**src/rtl/xlat_pkg.sv**
```systemverilog
package xlat_pkg;

    localparam int VA_W   = 64;
    localparam int PA_W   = 40;
    localparam int ASI_W  = 8;
    localparam int CTL_W  = 64;
    localparam int SZ_W   = 5;
    localparam int N_ENT  = 2;
    localparam int SLOT_W = (N_ENT > 1) ? $clog2(N_ENT) : 1;
    localparam int NC_BIT = 39;

    localparam logic [VA_W:0] ONE_X = (VA_W+1)'(1);

    typedef struct packed {
        logic             valid;
        logic [ASI_W-1:0] asi;
        logic [VA_W-1:0]  base;
        logic [VA_W-1:0]  off_mask;
        logic [PA_W-1:0]  frame;
        logic             writable;
        logic             side_eff;
    } xl_entry_t;

    typedef struct packed {
        logic [VA_W-1:0]  va;
        logic [SZ_W-1:0]  size;
        logic [ASI_W-1:0] asi;
        logic             write;
        logic [CTL_W-1:0] ctl;
        logic             hpriv;
        logic             implicit;
    } xl_req_t;

    typedef enum logic [1:0] {
        RSP_NONE,
        RSP_MISS,
        RSP_HIT,
        RSP_BYPASS
    } xl_kind_e;

    function automatic logic [PA_W-1:0] impl_pa(input logic [VA_W-1:0] va);
        return va[PA_W-1:0];
    endfunction

    function automatic logic range_overlap(input logic [VA_W-1:0] base,
                                           input logic [VA_W-1:0] mask,
                                           input logic [VA_W-1:0] va,
                                           input logic [SZ_W-1:0] sz);
        logic [VA_W:0] acc_end;
        logic [VA_W:0] ent_end;
        acc_end = {1'b0, va} + (VA_W+1)'(sz);
        ent_end = {1'b0, base} + {1'b0, mask} + ONE_X;
        return ({1'b0, base} < acc_end) && (ent_end > {1'b0, va});
    endfunction

    function automatic logic [PA_W-1:0] form_pa(input xl_entry_t e,
                                                input logic [VA_W-1:0] va);
        return e.frame | (va[PA_W-1:0] & e.off_mask[PA_W-1:0]);
    endfunction

    function automatic logic no_cache(input xl_entry_t e);
        return e.side_eff | e.frame[NC_BIT];
    endfunction

endpackage

```
**src/rtl/xlat_entry_store.sv**
```systemverilog
module xlat_entry_store
    import xlat_pkg::*;
(
    input  logic                        clk,
    input  logic                        rst,
    input  logic                        inval,
    input  logic                        fill_valid,
    input  logic [SLOT_W-1:0]           fill_slot,
    input  logic [CTL_W-1:0]            fill_ctl,
    input  xl_entry_t                   fill_entry,
    output xl_entry_t [N_ENT-1:0]       ent_q,
    output logic [CTL_W-1:0]            key_q,
    output logic                        cache_vld_q
);

    always_ff @(posedge clk) begin
        if (rst) begin
            cache_vld_q <= 1'b0;
            key_q       <= '0;
            for (int i = 0; i < N_ENT; i++) begin
                ent_q[i] <= '0;
            end
        end else if (inval) begin
            cache_vld_q <= 1'b0;
        end else if (fill_valid) begin
            key_q       <= fill_ctl;
            cache_vld_q <= 1'b1;
            for (int i = 0; i < N_ENT; i++) begin
                if (!cache_vld_q) begin
                    ent_q[i].valid <= 1'b0;
                end
            end
            ent_q[fill_slot]       <= fill_entry;
            ent_q[fill_slot].valid <= 1'b1;
        end
    end

endmodule

```
**src/rtl/xlat_entry_match.sv**
```systemverilog
module xlat_entry_match
    import xlat_pkg::*;
(
    input  xl_entry_t [N_ENT-1:0] ent,
    input  xl_req_t               req,
    output logic [N_ENT-1:0]      hit_vec
);

    for (genvar g = 0; g < N_ENT; g++) begin : g_cmp
        logic asi_eq;
        logic span_ok;
        logic perm_ok;
        assign asi_eq  = (ent[g].asi == req.asi);
        assign span_ok = range_overlap(ent[g].base, ent[g].off_mask, req.va, req.size);
        assign perm_ok = !req.write || ent[g].writable;
        assign hit_vec[g] = ent[g].valid && asi_eq && span_ok && perm_ok;
    end

endmodule

```
**src/rtl/xlat_result_sel.sv**
```systemverilog
module xlat_result_sel
    import xlat_pkg::*;
(
    input  xl_entry_t [N_ENT-1:0] ent,
    input  logic [N_ENT-1:0]      hit_vec,
    input  logic [VA_W-1:0]       va,
    output logic                  any_hit,
    output logic [PA_W-1:0]       pa,
    output logic                  uncache
);

    xl_entry_t pick;

    // lowest index wins: scan downward so slot 0 is assigned last
    always_comb begin
        any_hit = 1'b0;
        pick    = '0;
        for (int i = N_ENT - 1; i >= 0; i--) begin
            if (hit_vec[i]) begin
                any_hit = 1'b1;
                pick    = ent[i];
            end
        end
    end

    assign pa      = form_pa(pick, va);
    assign uncache = any_hit && no_cache(pick);

endmodule

```
**src/rtl/xlat_fastpath_cache.sv**
```systemverilog
module xlat_fastpath_cache
    import xlat_pkg::*;
(
    input  logic                  clk,
    input  logic                  rst,
    input  logic                  req_valid,
    input  logic [VA_W-1:0]       req_va,
    input  logic [SZ_W-1:0]       req_size,
    input  logic [ASI_W-1:0]      req_asi,
    input  logic                  req_write,
    input  logic [CTL_W-1:0]      req_ctl,
    input  logic                  req_hpriv,
    input  logic                  req_implicit,
    input  logic                  fill_valid,
    input  logic [SLOT_W-1:0]     fill_slot,
    input  logic [CTL_W-1:0]      fill_ctl,
    input  logic [VA_W-1:0]       fill_va,
    input  logic [VA_W-1:0]       fill_mask,
    input  logic [PA_W-1:0]       fill_frame,
    input  logic [ASI_W-1:0]      fill_asi,
    input  logic                  fill_writable,
    input  logic                  fill_side_eff,
    input  logic                  inval,
    output logic                  rsp_valid,
    output logic                  rsp_hit,
    output logic                  rsp_miss,
    output logic [PA_W-1:0]       rsp_pa,
    output logic                  rsp_uncache
);

    xl_req_t               req;
    xl_entry_t             fill_entry;
    xl_entry_t [N_ENT-1:0] ent_q;
    logic [CTL_W-1:0]      key_q;
    logic                  cache_vld;
    logic [N_ENT-1:0]      hit_vec;
    logic                  any_hit;
    logic [PA_W-1:0]       sel_pa;
    logic                  sel_unc;
    logic                  key_ok;
    xl_kind_e              kind;

    assign req = '{va: req_va, size: req_size, asi: req_asi, write: req_write,
                   ctl: req_ctl, hpriv: req_hpriv, implicit: req_implicit};

    assign fill_entry = '{valid: 1'b1, asi: fill_asi, base: fill_va,
                          off_mask: fill_mask, frame: fill_frame,
                          writable: fill_writable, side_eff: fill_side_eff};

    xlat_entry_store u_store (
        .clk         (clk),
        .rst         (rst),
        .inval       (inval),
        .fill_valid  (fill_valid),
        .fill_slot   (fill_slot),
        .fill_ctl    (fill_ctl),
        .fill_entry  (fill_entry),
        .ent_q       (ent_q),
        .key_q       (key_q),
        .cache_vld_q (cache_vld)
    );

    xlat_entry_match u_match (
        .ent     (ent_q),
        .req     (req),
        .hit_vec (hit_vec)
    );

    xlat_result_sel u_sel (
        .ent     (ent_q),
        .hit_vec (hit_vec),
        .va      (req_va),
        .any_hit (any_hit),
        .pa      (sel_pa),
        .uncache (sel_unc)
    );

    assign key_ok = cache_vld && (key_q == req.ctl);

    always_comb begin
        if (!req_valid)                       kind = RSP_NONE;
        else if (req.hpriv && req.implicit)   kind = RSP_BYPASS;
        else if (key_ok && any_hit)           kind = RSP_HIT;
        else                                  kind = RSP_MISS;
    end

    always_ff @(posedge clk) begin
        if (rst) begin
            rsp_valid   <= 1'b0;
            rsp_hit     <= 1'b0;
            rsp_miss    <= 1'b0;
            rsp_pa      <= '0;
            rsp_uncache <= 1'b0;
        end else begin
            rsp_valid   <= (kind != RSP_NONE);
            rsp_hit     <= (kind == RSP_HIT) || (kind == RSP_BYPASS);
            rsp_miss    <= (kind == RSP_MISS);
            rsp_uncache <= (kind == RSP_HIT) && sel_unc;
            case (kind)
                RSP_BYPASS: rsp_pa <= impl_pa(req.va);
                RSP_HIT:    rsp_pa <= sel_pa;
                default:    rsp_pa <= '0;
            endcase
        end
    end

endmodule

```
**config.mk**
```make
export PLATFORM = sky130hd
export DESIGN_NAME = xlat_fastpath_cache
export DESIGN_NICKNAME = d
export VERILOG_FILES = /design/src/rtl/xlat_pkg.sv /design/src/rtl/xlat_entry_store.sv /design/src/rtl/xlat_entry_match.sv /design/src/rtl/xlat_result_sel.sv /design/src/rtl/xlat_fastpath_cache.sv
export SDC_FILE = /design/constraint.sdc
export NUM_CORES = 2
export LEC_CHECK = 0
export BUFFER_PORTS_ARGS = -buffer_cell sky130_fd_sc_hd__buf_2
export CAP_MARGIN = 25
export CORE_UTILIZATION = 30
export DETAILED_ROUTE_END_ITERATION = 8
export SYNTH_ARGS = -nofsm -noshare
export SYNTH_HDL_FRONTEND = slang
export SYNTH_SLANG_ARGS = --single-unit
```
**constraint.sdc**
```tcl
create_clock -name clk -period 8.1 [get_ports clk]
set_input_delay 1.62 -clock clk [delete_from_list [all_inputs] [get_ports clk]]
set_output_delay 1.62 -clock clk [all_outputs]
set_load 0.02 [all_outputs]
```
# [Word level (Yosys, flattened, before mapping)]
# Cells that the tools add are included.
[word_totals] reg_bits=467 output_inout_bits=44 in_bits=392 elab_cells=85
[classes] n_eq_ne=6 mux=22 n_addsub=5 magnitude_cmp=6 n_bitwise=4 reduce_logical=21
[op_table] operator="$bwmux 358" count=2
[op_table] operator="$demux 179 s1" count=2
[op_table] operator="$mux 179" count=2
[op_table] operator="$mux 82" count=2
[op_table] operator="$add 64x64->65" count=2
[op_table] operator="$add 65x1->65 const B" count=2
[op_table] operator="$gt 65x64->1" count=2
[op_table] operator="$lt 64x65->1" count=2
[op_table] operator="$pmux 40 s2" count=1
[op_table] operator="$add 64x5->65" count=1
[op_table] operator="$eq 64x64->1" count=1
[op_table] operator="$and 40x40->40" count=1
[op_table] operator="$or 40x40->40" count=1
[op_table] operator="$eq 8x8->1" count=2
[op_table] operator="$logic_and 1x1->1" count=14
[op_table] operator="$mux 1" count=10
[op_table] operator="$mux 2" count=3
[op_table] operator="$eq 2x2->1 const B" count=2
[op_table] operator="$logic_or 1x1->1" count=3
[op_table] operator="$eq 2x1->1 const B" count=1
[op_table] operator="$lt 1x2->1 const B" count=1
[op_table] operator="$reduce_and 2->1" count=1
[op_table] operator="$reduce_bool 2->1" count=1
[op_table] operator="$reduce_or 2->1" count=1
[op_table] operator="other kinds (4)" count=4

# [Longest topological paths before layout]
[logic_depth] ltp_word=14 mapped_depth=28 ltp_nobuf=27

# [Cells and area by module]
# From an unflattened synthesis, not the netlist that was laid out.
[unflattened] hier_cells=4195 area_unflattened_um2=32287.2
[modules_own_cells] mod="xlat_entry_store" area_each_um2=14500.2 cells_each=1835 seq_area_each_um2=8468.1 instances=1
[modules_own_cells] mod="xlat_entry_match" area_each_um2=14259.9 cells_each=1922 seq_area_each_um2=0.0 instances=1
[modules_own_cells] mod="xlat_fastpath_cache" area_each_um2=2743.9 cells_each=304 seq_area_each_um2=880.8 instances=1
[modules_own_cells] mod="xlat_result_sel" area_each_um2=783.3 cells_each=134 seq_area_each_um2=0.0 instances=1

# [Worst setup path after synthesis]
# No wires, ideal clock.
[synth_path] kind="input -> register" startpoint="input req_va[0]" endpoint="register rsp_pa[31]" setup_time_ns=0.128 path_buffers=1 setup_slack_ns=1.862 required_time_ns=7.972 cell_stages=24 t_arrival_ns=6.110 cell_sequence="ha_1 fa_1 a21oi_1 o21bai_1 a21o_1 nand2b_1 nor2_1 and3_1 and2_1 nand3_1 xnor2_1 ha_1 a21o_1 nand3_1 a21oi_1 a2111oi_0 o211ai_1 a31o_2 a31o_1 a211oi_2 buf_2 mux2_2 a221oi_1 o21ai_1"
[synth_via] elab_chain_len=13 elab_cells_between_ends=24 classes_between="add/sub: 1; order compare: 4; eq/ne: 2; mux: 8; bitwise: 2; reduce/logical: 7"
[synth_rtl] item="from (decl)" line_no="xlat_fastpath_cache.sv:7" source="input logic [VA_W-1:0] req_va,"
[synth_rtl] item="$add 64x5->65" line_no="xlat_pkg.sv:51" source="acc_end = {1'b0, va} + (VA_W+1)'(sz);"
[synth_rtl] item="$lt 64x65->1" line_no="xlat_pkg.sv:53" source="return ({1'b0, base} < acc_end) && (ent_end > {1'b0, va});"
[synth_rtl] item="$logic_and 1x1->1" line_no="xlat_pkg.sv:53"
[synth_rtl] item="$logic_and 1x1->1 (2 in series)" line_no="xlat_entry_match.sv:16" source="assign hit_vec[g] = ent[g].valid && asi_eq && span_ok && perm_ok;"
[synth_rtl] item="$mux 1 (2 in series)" line_no="xlat_result_sel.sv:19" source="if (hit_vec[i]) begin"
[synth_rtl] item="$logic_and 1x1->1" line_no="xlat_fastpath_cache.sv:83" source="else if (key_ok && any_hit) kind = RSP_HIT;"
[synth_rtl] item="$mux 2" line_no="xlat_fastpath_cache.sv:83"
[synth_rtl] item="$mux 2" line_no="xlat_fastpath_cache.sv:82" source="else if (req.hpriv && req.implicit) kind = RSP_BYPASS;"
[synth_rtl] item="$mux 2" line_no="xlat_fastpath_cache.sv:81" source="if (!req_valid) kind = RSP_NONE;"
[synth_rtl] item="$eq 2x2->1" line_no="xlat_fastpath_cache.sv:99" source="case (kind)"
[synth_rtl] item="$pmux 40 s2 *" line_no="xlat_fastpath_cache.sv:99"
[synth_rtl] item="to (signal assigned)" line_no="xlat_fastpath_cache.sv:100" source="RSP_BYPASS: rsp_pa <= impl_pa(req.va);"
[synth_rtl] item="to (signal assigned)" line_no="xlat_fastpath_cache.sv:101" source="RSP_HIT: rsp_pa <= sel_pa;"
[synth_rtl] item="to (decl)" line_no="xlat_fastpath_cache.sv:27" source="output logic [PA_W-1:0] rsp_pa,"
# Every way passes the cells marked *; elsewhere a longest branch is shown, timed or not.
# A chain may end at the register's enable or synchronous reset.

==> qor.yml <==
run_status:
  outcome: "completed"
sta:
  finalWorstSetupSlack_ns: 0.719
  maxSlewViolCount: 0
  fin_skew_ns: 0.0260
  period_share: 0.911
  slew_headroom: 0.306
  hold_ws_ns: 0.450
  setup_viol: 0
  rsz0062_at_grt: "no"
  final.min_clock_period_ns: 7.38
  max_freq_mhz: 135
  tightestPinTransition_ns: 1.04
  setup_tns_ns: 0
  hold_violations: 0
drt:
  drt_iter0_markers: 2169
  detail-route-antenna-nets: 0
  drc_errors: 0
  via_count: 30874
  wire_per_inst_um: 20.9
  wl_mm: 123
  first_pass_iters: 5
  avgViaCountPerCell: 5.25
layout:
  area_delta_synth_final_pct: 17.1
  nNetsFinal: 5223
  final_common_cell: "nand2_1"
  most-common-layout-cells: "nand2_1 (1002), a21oi_1 (615), dfxtp_1 (467)"
  drive_gt1_frac: 0.140
  fillerInstances: 11124
placement:
  numPortBuffers: 435
  place_congestion: 0.934
  hpwl_mm: 98.2
  dp_worst_setup_slack_ns: 0.469
die:
  die_width_um: 326
  initial_core_util: 0.303
  core_area_um2: 104000
  io_pins: 436
  fp-row-count: 118
  dieArea_um2: 106000
  die_y_um: 326
logic_synthesis:
  syn-num-nets: 4892
  synth_cells: 4110
  async_reset_ff_frac: 0
  synth_top_area_cell: "dfxtp_1"
  syn_avg_cell_area_um2: 7.64
  yosys_warnings: 0
  synth_cell_types: 75
  ys_top_cells_by_area: "dfxtp_1 (30%), ha_1 (15%), nand2_1 (12%)"
  synth_edf_count: 0
  synth-seq-area-share: 0.298
  ys_ff_latch: 467
  synth_area_um2: 31400
  synth_top_area_share: 0.298
  synthFlopType: "dfxtp_1"
critical_path:
  critPathLaunchType: "register"
  crit_type: "register to register"
  crit_fanout: 61
  rrSetupSlack_ns: 0.72
  worstPathArrival_ns: 7.89
  end_kind: "register"
  cp_data_required_time_ns: 8.61
global_routing:
  grt_pass1_wl_mm: 183
  grt_use_total: 0.223
  grt_antenna_before_repair: 55
  grt_max_degree: 221
  grt_pass1_vias: 29409
  grt-ovfl-total: 0
pwr:
  ir_drop_mv: 0.154
  power.leakage_nw: 16.4
  powerDensity_nw_per_um2: 160
clock_tree:
  clock_latency_ns: 0.64
  cts_buffer_depth: 3
  clk_pin_slew_ns: 0.06
  cts.sinks: 467
  ctsHoldBuffers: 0
  ctsRootBufferMaster: "clkbuf_16"
  post-cts-setup-buffers: 0
  cts_buffers: 54
  cts_resized: 0
  htreeDepth: 2
  cts_tree: "yes"
min_path:
  min_path_type: "register to register"
run:
  drv_cap: 0
-- cells in the mapped netlist, drive strengths merged, types with 18 or more instances --
cell type / count
ha: 387
nor2b: 69
inv: 129
a21oi: 615
mux2: 39
buf: 20
a21o: 128
o21bai: 18
and3: 32
nor4: 23
o21ai: 137
nand4: 86
nor3: 46
nor2: 126
xor2: 58
clkbuf: 171
a221oi: 56
xnor2: 187
nand2: 1003
o21a: 18
nand3: 65
dfxtp: 467
a31oi: 24
-- through the flow --
step	util	cells	cell area, um^2	total power [W]
floorplan	-	4110	31400	0.00301
global placement	0.337	5765	34900	0.00336
detailed placement	0.337	5765	34900	0.00338
CTS	0.355	5862	36800	0.00591
global route	0.355	5872	36800	0.00610
finish	0.355	5877	36800	0.00587
-- critical path, cell delays in order (launching register included) --
cell	delay [ns]
dfxtp_1	0.31
inv_1	0.09
ha_1	0.19
inv_1	0.06
fa_1	0.42
a211oi_1	0.31
nor2_1	0.15
o2111a_1	0.30
o2111ai_1	0.31
a31oi_1	0.32
a2111oi_0	0.47
nor3_1	0.19
a221oi_1	0.28
a21oi_1	0.17
a221oi_1	0.35
xnor2_1	0.12
ha_1	0.30
nand4_1	0.18
nor4_2	0.51
and3_1	0.25
o31ai_1	0.08
a211oi_1	0.25
a211oi_1	0.12
a211oi_4	0.38
buf_12	0.31
mux2_2	0.39
a221oi_1	0.26
o21ai_1	0.10
-- metal layers --
layer  vias to the layer above  GRT usage  wire length (um)
met4                        52     0.0775              4530
met5                         -          0               333
met1                     14520      0.274             51100
met2                       949      0.385             58700
li1                      15115          -                 -
met3                       238     0.0467              7980
-- kinds of logic after synthesis --
kind of cell / synth area share
xor gates and xnor gates: 0.0683
AOI/OAI and AO/OA: 0.213
muxes: 0.0143
adders and majority gates: 0.156
DFF: 0.298
buffers and inverters: 0.0391
and+or+nand+nor: 0.211
-- report_power, final --
part,leakage (nW),internal [W],total [W],switching [W]
Clock,0.881,0.00145,0.00254,0.00109
Combinational,11.7,0.000343,0.000882,0.000538
Sequential,3.80,0.00238,0.00245,0.0000768
Total,16.4,0.00416,0.00587,0.00171
-- path summary, 6_finish.rpt --
kind | start | endpoint | depth (start not counted)
worst max-delay path | register | rsp_pa[6]$_SDFF_PP0_ | 27
worst min-delay path | register | register | 2
worst max register to register | register | rsp_pa[6]$_SDFF_PP0_ | 27
worst min register to register | register | register | 2
-- area by class of cell --
| type | instances | area (um^2) | area share |
|---|---|---|---|
| Antenna cell | 15 | 37.5 | 0.00102 |
| Clock buffer | 74 | 1560 | 0.0423 |
| Clock inverter | 23 | 264 | 0.00717 |
| Inverter | 129 | 484 | 0.0132 |
| Multi-Input combinational cell | 3323 | 20900 | 0.568 |
| Sequential cell | 467 | 9350 | 0.254 |
| Tap cell | 1380 | 1730 | 0.0469 |
| Timing Repair Buffer | 466 | 2480 | 0.0674 |
No activity file was read; power rests on OpenSTA's default activity.
